$ cat src/rtl/nzcv_pkg.sv
package nzcv_pkg;

    // Flag vector: bit 3 negative, bit 2 zero, bit 1 carry, bit 0 overflow
    typedef struct packed {
        logic n;
        logic z;
        logic c;
        logic v;
    } nzcv_t;

    localparam int unsigned FLAG_BITS = $bits(nzcv_t);
    localparam int unsigned COND_BITS = 4;

    // Base test selected by condition bits [3:1]
    typedef enum logic [2:0] {
        SEL_ZERO   = 3'b000,
        SEL_CARRY  = 3'b001,
        SEL_NEG    = 3'b010,
        SEL_OVF    = 3'b011,
        SEL_HIGHER = 3'b100,
        SEL_GE     = 3'b101,
        SEL_GT     = 3'b110,
        SEL_ALL    = 3'b111
    } base_sel_e;

    localparam logic [COND_BITS-1:0] COND_NEVER_INVERT = 4'b1111;

    function automatic logic base_test(nzcv_t f, base_sel_e sel);
        logic r;
        case (sel)
            SEL_ZERO:   r = f.z;
            SEL_CARRY:  r = f.c;
            SEL_NEG:    r = f.n;
            SEL_OVF:    r = f.v;
            SEL_HIGHER: r = f.c & ~f.z;
            SEL_GE:     r = (f.n == f.v);
            SEL_GT:     r = (f.n == f.v) & ~f.z;
            default:    r = 1'b1;
        endcase
        return r;
    endfunction

    function automatic logic cond_holds(nzcv_t f, logic [COND_BITS-1:0] code);
        logic r;
        r = base_test(f, base_sel_e'(code[3:1]));
        if (code[0] && (code != COND_NEVER_INVERT)) begin
            r = ~r;
        end
        return r;
    endfunction

endpackage

$ cat src/rtl/nzcv_adder.sv
module nzcv_adder
    import nzcv_pkg::*;
#(
    parameter int unsigned W = 8
) (
    input  logic [W-1:0] a,
    input  logic [W-1:0] b,
    input  logic         cin,
    output logic [W-1:0] s,
    output nzcv_t        f
);
    localparam int unsigned TOP = W - 1;

    logic [W:0] carry;

    assign carry[0] = cin;

    // Ripple chain so the carry into the top bit is visible for overflow
    for (genvar i = 0; i < W; i++) begin : g_bit
        assign s[i]       = a[i] ^ b[i] ^ carry[i];
        assign carry[i+1] = (a[i] & b[i]) | (a[i] & carry[i]) | (b[i] & carry[i]);
    end

    always_comb begin
        f.n = s[TOP];
        f.z = (s == '0);
        f.c = carry[W];
        f.v = carry[W] ^ carry[TOP];
    end

endmodule

$ cat src/rtl/nzcv_flag_store.sv
module nzcv_flag_store
    import nzcv_pkg::*;
(
    input  logic  clk,
    input  logic  rst,
    input  logic  load,
    input  nzcv_t d,
    output nzcv_t q
);
    always_ff @(posedge clk) begin
        if (rst) begin
            q <= '0;
        end else if (load) begin
            q <= d;
        end
    end

endmodule

$ cat src/rtl/nzcv_cond_eval.sv
module nzcv_cond_eval
    import nzcv_pkg::*;
(
    input  nzcv_t                flags,
    input  logic [COND_BITS-1:0] code,
    output logic                 pass
);
    always_comb begin
        pass = cond_holds(flags, code);
    end

endmodule

$ cat src/rtl/nzcv_alu_core.sv
module nzcv_alu_core
    import nzcv_pkg::*;
#(
    parameter int unsigned W = 8
) (
    input  logic         clk,
    input  logic         rst,
    input  logic [W-1:0] op_a,
    input  logic [W-1:0] op_b,
    input  logic         carry_in,
    input  logic         set_flags,
    input  logic [3:0]   cond,
    output logic [W-1:0] sum,
    output logic [3:0]   flags_now,
    output logic [3:0]   flags_q,
    output logic         cond_pass
);
    nzcv_t live_f;
    nzcv_t held_f;

    nzcv_adder #(.W(W)) u_add (
        .a   (op_a),
        .b   (op_b),
        .cin (carry_in),
        .s   (sum),
        .f   (live_f)
    );

    nzcv_flag_store u_store (
        .clk  (clk),
        .rst  (rst),
        .load (set_flags),
        .d    (live_f),
        .q    (held_f)
    );

    nzcv_cond_eval u_cond (
        .flags (held_f),
        .code  (cond),
        .pass  (cond_pass)
    );

    assign flags_now = live_f;
    assign flags_q   = held_f;

endmodule


$ cat config.mk
export PLATFORM = sky130hd
export DESIGN_NAME = nzcv_alu_core
export DESIGN_NICKNAME = d
export VERILOG_FILES = /design/src/rtl/nzcv_pkg.sv /design/src/rtl/nzcv_adder.sv /design/src/rtl/nzcv_flag_store.sv /design/src/rtl/nzcv_cond_eval.sv /design/src/rtl/nzcv_alu_core.sv
export SDC_FILE = /design/constraint.sdc
export NUM_CORES = 1
export LEC_CHECK = 0
export BUFFER_PORTS_ARGS = -buffer_cell sky130_fd_sc_hd__buf_2
export CORE_AREA = 3 3 40 42
export CTS_CLUSTER_DIAMETER = 30
export CTS_CLUSTER_SIZE = 24
export DETAILED_ROUTE_END_ITERATION = 10
export DIE_AREA = 0 0 43 45
export GPL_TIMING_DRIVEN = 0
export PLACE_DENSITY = 0.77
export SLEW_MARGIN = 20
export SYNTH_ARGS = -nofsm -noshare
export SYNTH_HDL_FRONTEND = slang
export SYNTH_HIERARCHICAL = 1
export SYNTH_SLANG_ARGS = --single-unit
$ cat constraint.sdc
create_clock -name clk -period 12.19 [get_ports clk]
set_clock_uncertainty 0.15 [all_clocks]
set_input_delay 0.6095 -clock clk [delete_from_list [all_inputs] [get_ports clk]]
set_output_delay 0.6095 -clock clk [all_outputs]
set_load 0.02 [all_outputs]
==> results.sh <==
export IMPL_p_leak_nw=0.3784
export IMPL_grt_pass1_wl_um=1938
export IMPL_synthesis_nets=81
export IMPL_grt_usage=0.1327
export IMPL_postSynthCellCount=49
export IMPL_drtIter0Drc=5
export IMPL_cts_tree="built"
export IMPL_cts_resized=0
export IMPL_num_vias=504
export IMPL_antenna_left=0
export IMPL_die_w_um=43
export IMPL_grt_max_degree=7
export IMPL_crit_family="adder cells"
export IMPL_crit_slowest_cell="or4_1"
export IMPL_fp_row_count=13
export IMPL_core_um2=1285
export IMPL_syn_area_per_cell_um2=10.04
export IMPL_hold_path_class="register to register"
export IMPL_num_fill_cells=132
export IMPL_cellPowerDensity_nw_per_um2=101.8
export IMPL_cts_max_path_buffers=2
export IMPL_fmax_mhz=188.5
export IMPL_io_buffer_count=39
export IMPL_antenna_found_initial=0
export IMPL_cts_buffers=3
export IMPL_worst_setup_path_start_kind="input pin"
export IMPL_insertion_delay_ns=0.23
export IMPL_max_stage_delay_ns=0.49
export IMPL_seqCellArea_um2=80.08
export IMPL_finalMaxSlewViolations=0
export IMPL_largest_reg_flops=4
export IMPL_ys_ff_latch=4
export IMPL_setup_violations=0
export IMPL_tightest_slew_ns=0.2587
export IMPL_cts_hold_buf=0
export IMPL_gp_congestion=0.6329
export IMPL_fin_area_um2=728.2
export IMPL_seq_area_frac_synth=0.1628
export IMPL_cts_sinks=4
export IMPL_pin_count=41
export IMPL_diodes=0
export IMPL_rsz0062_at_grt="no"
export IMPL_required_ns=11.43
export IMPL_synth_warnings=6
export IMPL_min_period_ns=5.305
export IMPL_cp_end_kind="output pin"
export IMPL_fin_nets=125
export IMPL_drv_cap=0
export IMPL_ir_drop_mv=0.06707
export IMPL_ff2ff_setup_slack_ns=11.36
export IMPL_drc=0
export IMPL_ctsRootBufferMaster="clkbuf_4"
export IMPL_grt_pass1_vias=483
export IMPL_die_h_um=45
export IMPL_place_hpwl_um=1142
export IMPL_outcome="completed"
export IMPL_worst_setup_path_type="input pin to output pin"
export IMPL_post_cts_buffers=0
export IMPL_via_per_inst=4.755
export IMPL_cp_num_buf_inv=2
export IMPL_cp_max_fo=2
export IMPL_path_clk_slew_ns=0.04
export IMPL_crit_arrival_ns=4.55
export IMPL_path_cells="buf_2, fa_1, fa_1, fa_1, fa_1, fa_1, fa_1, fa_1, or4_1, nor4b_2, buf_2"
export IMPL_routedWlPerCell_um=11.96
export IMPL_cts_htree_levels=1
export IMPL_syn_to_final_growth_pct=48.09
export IMPL_timing_final_hold_violations=0
export IMPL_grt_overflow=0
export IMPL_synth_cell_types=21
export IMPL_dr_pass1_iters=4
export IMPL_postPlaceCellArea_um2=705.7
export IMPL_cpMostUsedCell="fa_1"
export IMPL_dieArea_um2=1935
export IMPL_largestRegisters="u_store/q: 4 flops"
export IMPL_start_util=0.3827
export IMPL_slew_headroom=0.8251
export IMPL_drive_gt1_frac=0.5055
export IMPL_wl_um=1268
export IMPL_multi_input_area_um2=380.4
export IMPL_netlist_area_um2=491.7
export IMPL_fin_crit_sh=0.4352
export IMPL_tns_ns=0
export IMPL_largest_register="u_store/q"
## layout by cell type, fill, tap and decap left out, drive strengths merged
cell    count
a21oi       1
a22oi       1
a31oi       1
and3b       1
buf        40
clkbuf      4
dfxtp       4
fa          8
inv         5
mux2i       6
nand2       1
nand3       1
nand3b      1
nand4       1
nor2        7
nor2b       2
nor4b       2
or4         1
xnor2       2
xor2        2
## report_power, final
| group | internal (mW) | leakage [nW] | switching, mW |
|---|---|---|---|
| Sequential | 0.0142 | 0.0328 | 0.00110 |
| Clock | 0.0110 | 0.0138 | 0.00529 |
| Combinational | 0.0173 | 0.332 | 0.0252 |
| Total | 0.0425 | 0.378 | 0.0316 |
## worst register-to-register path, stage by stage, from the launching register on
cell     delay (ns)
dfxtp_1        0.39
mux2i_1        0.10
nor2_1         0.12
## stage by stage
stage | hold WS (ns) | power [mW] | cells | utilization | setup slack [ns]
detailed placement | 0.3976 | 0.05857 | 103 | 0.5492 | 6.870
global route | 0.4196 | 0.08013 | 106 | 0.5667 | 6.737
global placement | 0.3991 | 0.05715 | 103 | 0.5492 | 6.946
floorplan | 0.4466 | 0.04444 | 49 | - | 6.922
finish | 0.3987 | 0.07412 | 106 | 0.5667 | 6.885
CTS | 0.4053 | 0.07522 | 106 | 0.5667 | 6.870
## path summary, 6_finish.rpt
| path | startpoint | end | cells past startpoint |
|---|---|---|---|
| setup / recovery | op_a[0] | flags_now[2] | 11 |
| hold / removal | u_store/q[3] | u_store/q[3] | 2 |
| setup reg to reg | u_store/q[2] | u_store/q[2] | 2 |
| hold reg to reg | u_store/q[3] | u_store/q[3] | 2 |
## layer usage
layer	up-vias	share of wire	GRT usage
met3	0	0.067	0.03187
met5	-	0	0
met4	0	0	0.05422
met1	242	0.37	0.1481
li1	246	-	-
met2	16	0.57	0.2425
## cell families after synthesis
group,share of synthesized area
flip-flops,0.1629
multiplexers,0.1221
adder cells (fa/ha/maj),0.3257
AND/OR/NAND/NOR,0.2061
AO/OA/AOI/OAI,0.04834
buffers and inverters,0.06361
XOR/XNOR,0.07126
## synthesized netlist by cell type
| cell type | n | area share |
|---|---|---|
| a21oi_1 | 1 | 0.010 |
| a22oi_2 | 1 | 0.025 |
| a31oi_1 | 1 | 0.013 |
| and3b_1 | 1 | 0.018 |
| buf_4 | 1 | 0.015 |
| clkbuf_2 | 1 | 0.010 |
| dfxtp_1 | 4 | 0.16 |
| fa_1 | 8 | 0.33 |
| inv_1 | 5 | 0.038 |
| mux2i_1 | 6 | 0.12 |
| nand2_1 | 1 | 0.0076 |
| nand3_1 | 1 | 0.010 |
| nand3b_1 | 1 | 0.015 |
| nand4_1 | 1 | 0.013 |
| nor2_1 | 7 | 0.053 |
| nor2b_1 | 2 | 0.025 |
| nor4b_1 | 1 | 0.018 |
| nor4b_2 | 1 | 0.031 |
| or4_1 | 1 | 0.015 |
| xnor2_1 | 2 | 0.036 |
| xor2_1 | 2 | 0.036 |
## layout make-up
cell class                 count  share of cell area
multi-input combinational     38              0.5223
timing repair buffer          39              0.2680
sequential                     4              0.1100
clock buffer                   3             0.03093
inverter                       5             0.02577
tap                           15             0.02577
buffer                         2             0.01718
No activity file was read; power rests on OpenSTA's default activity.
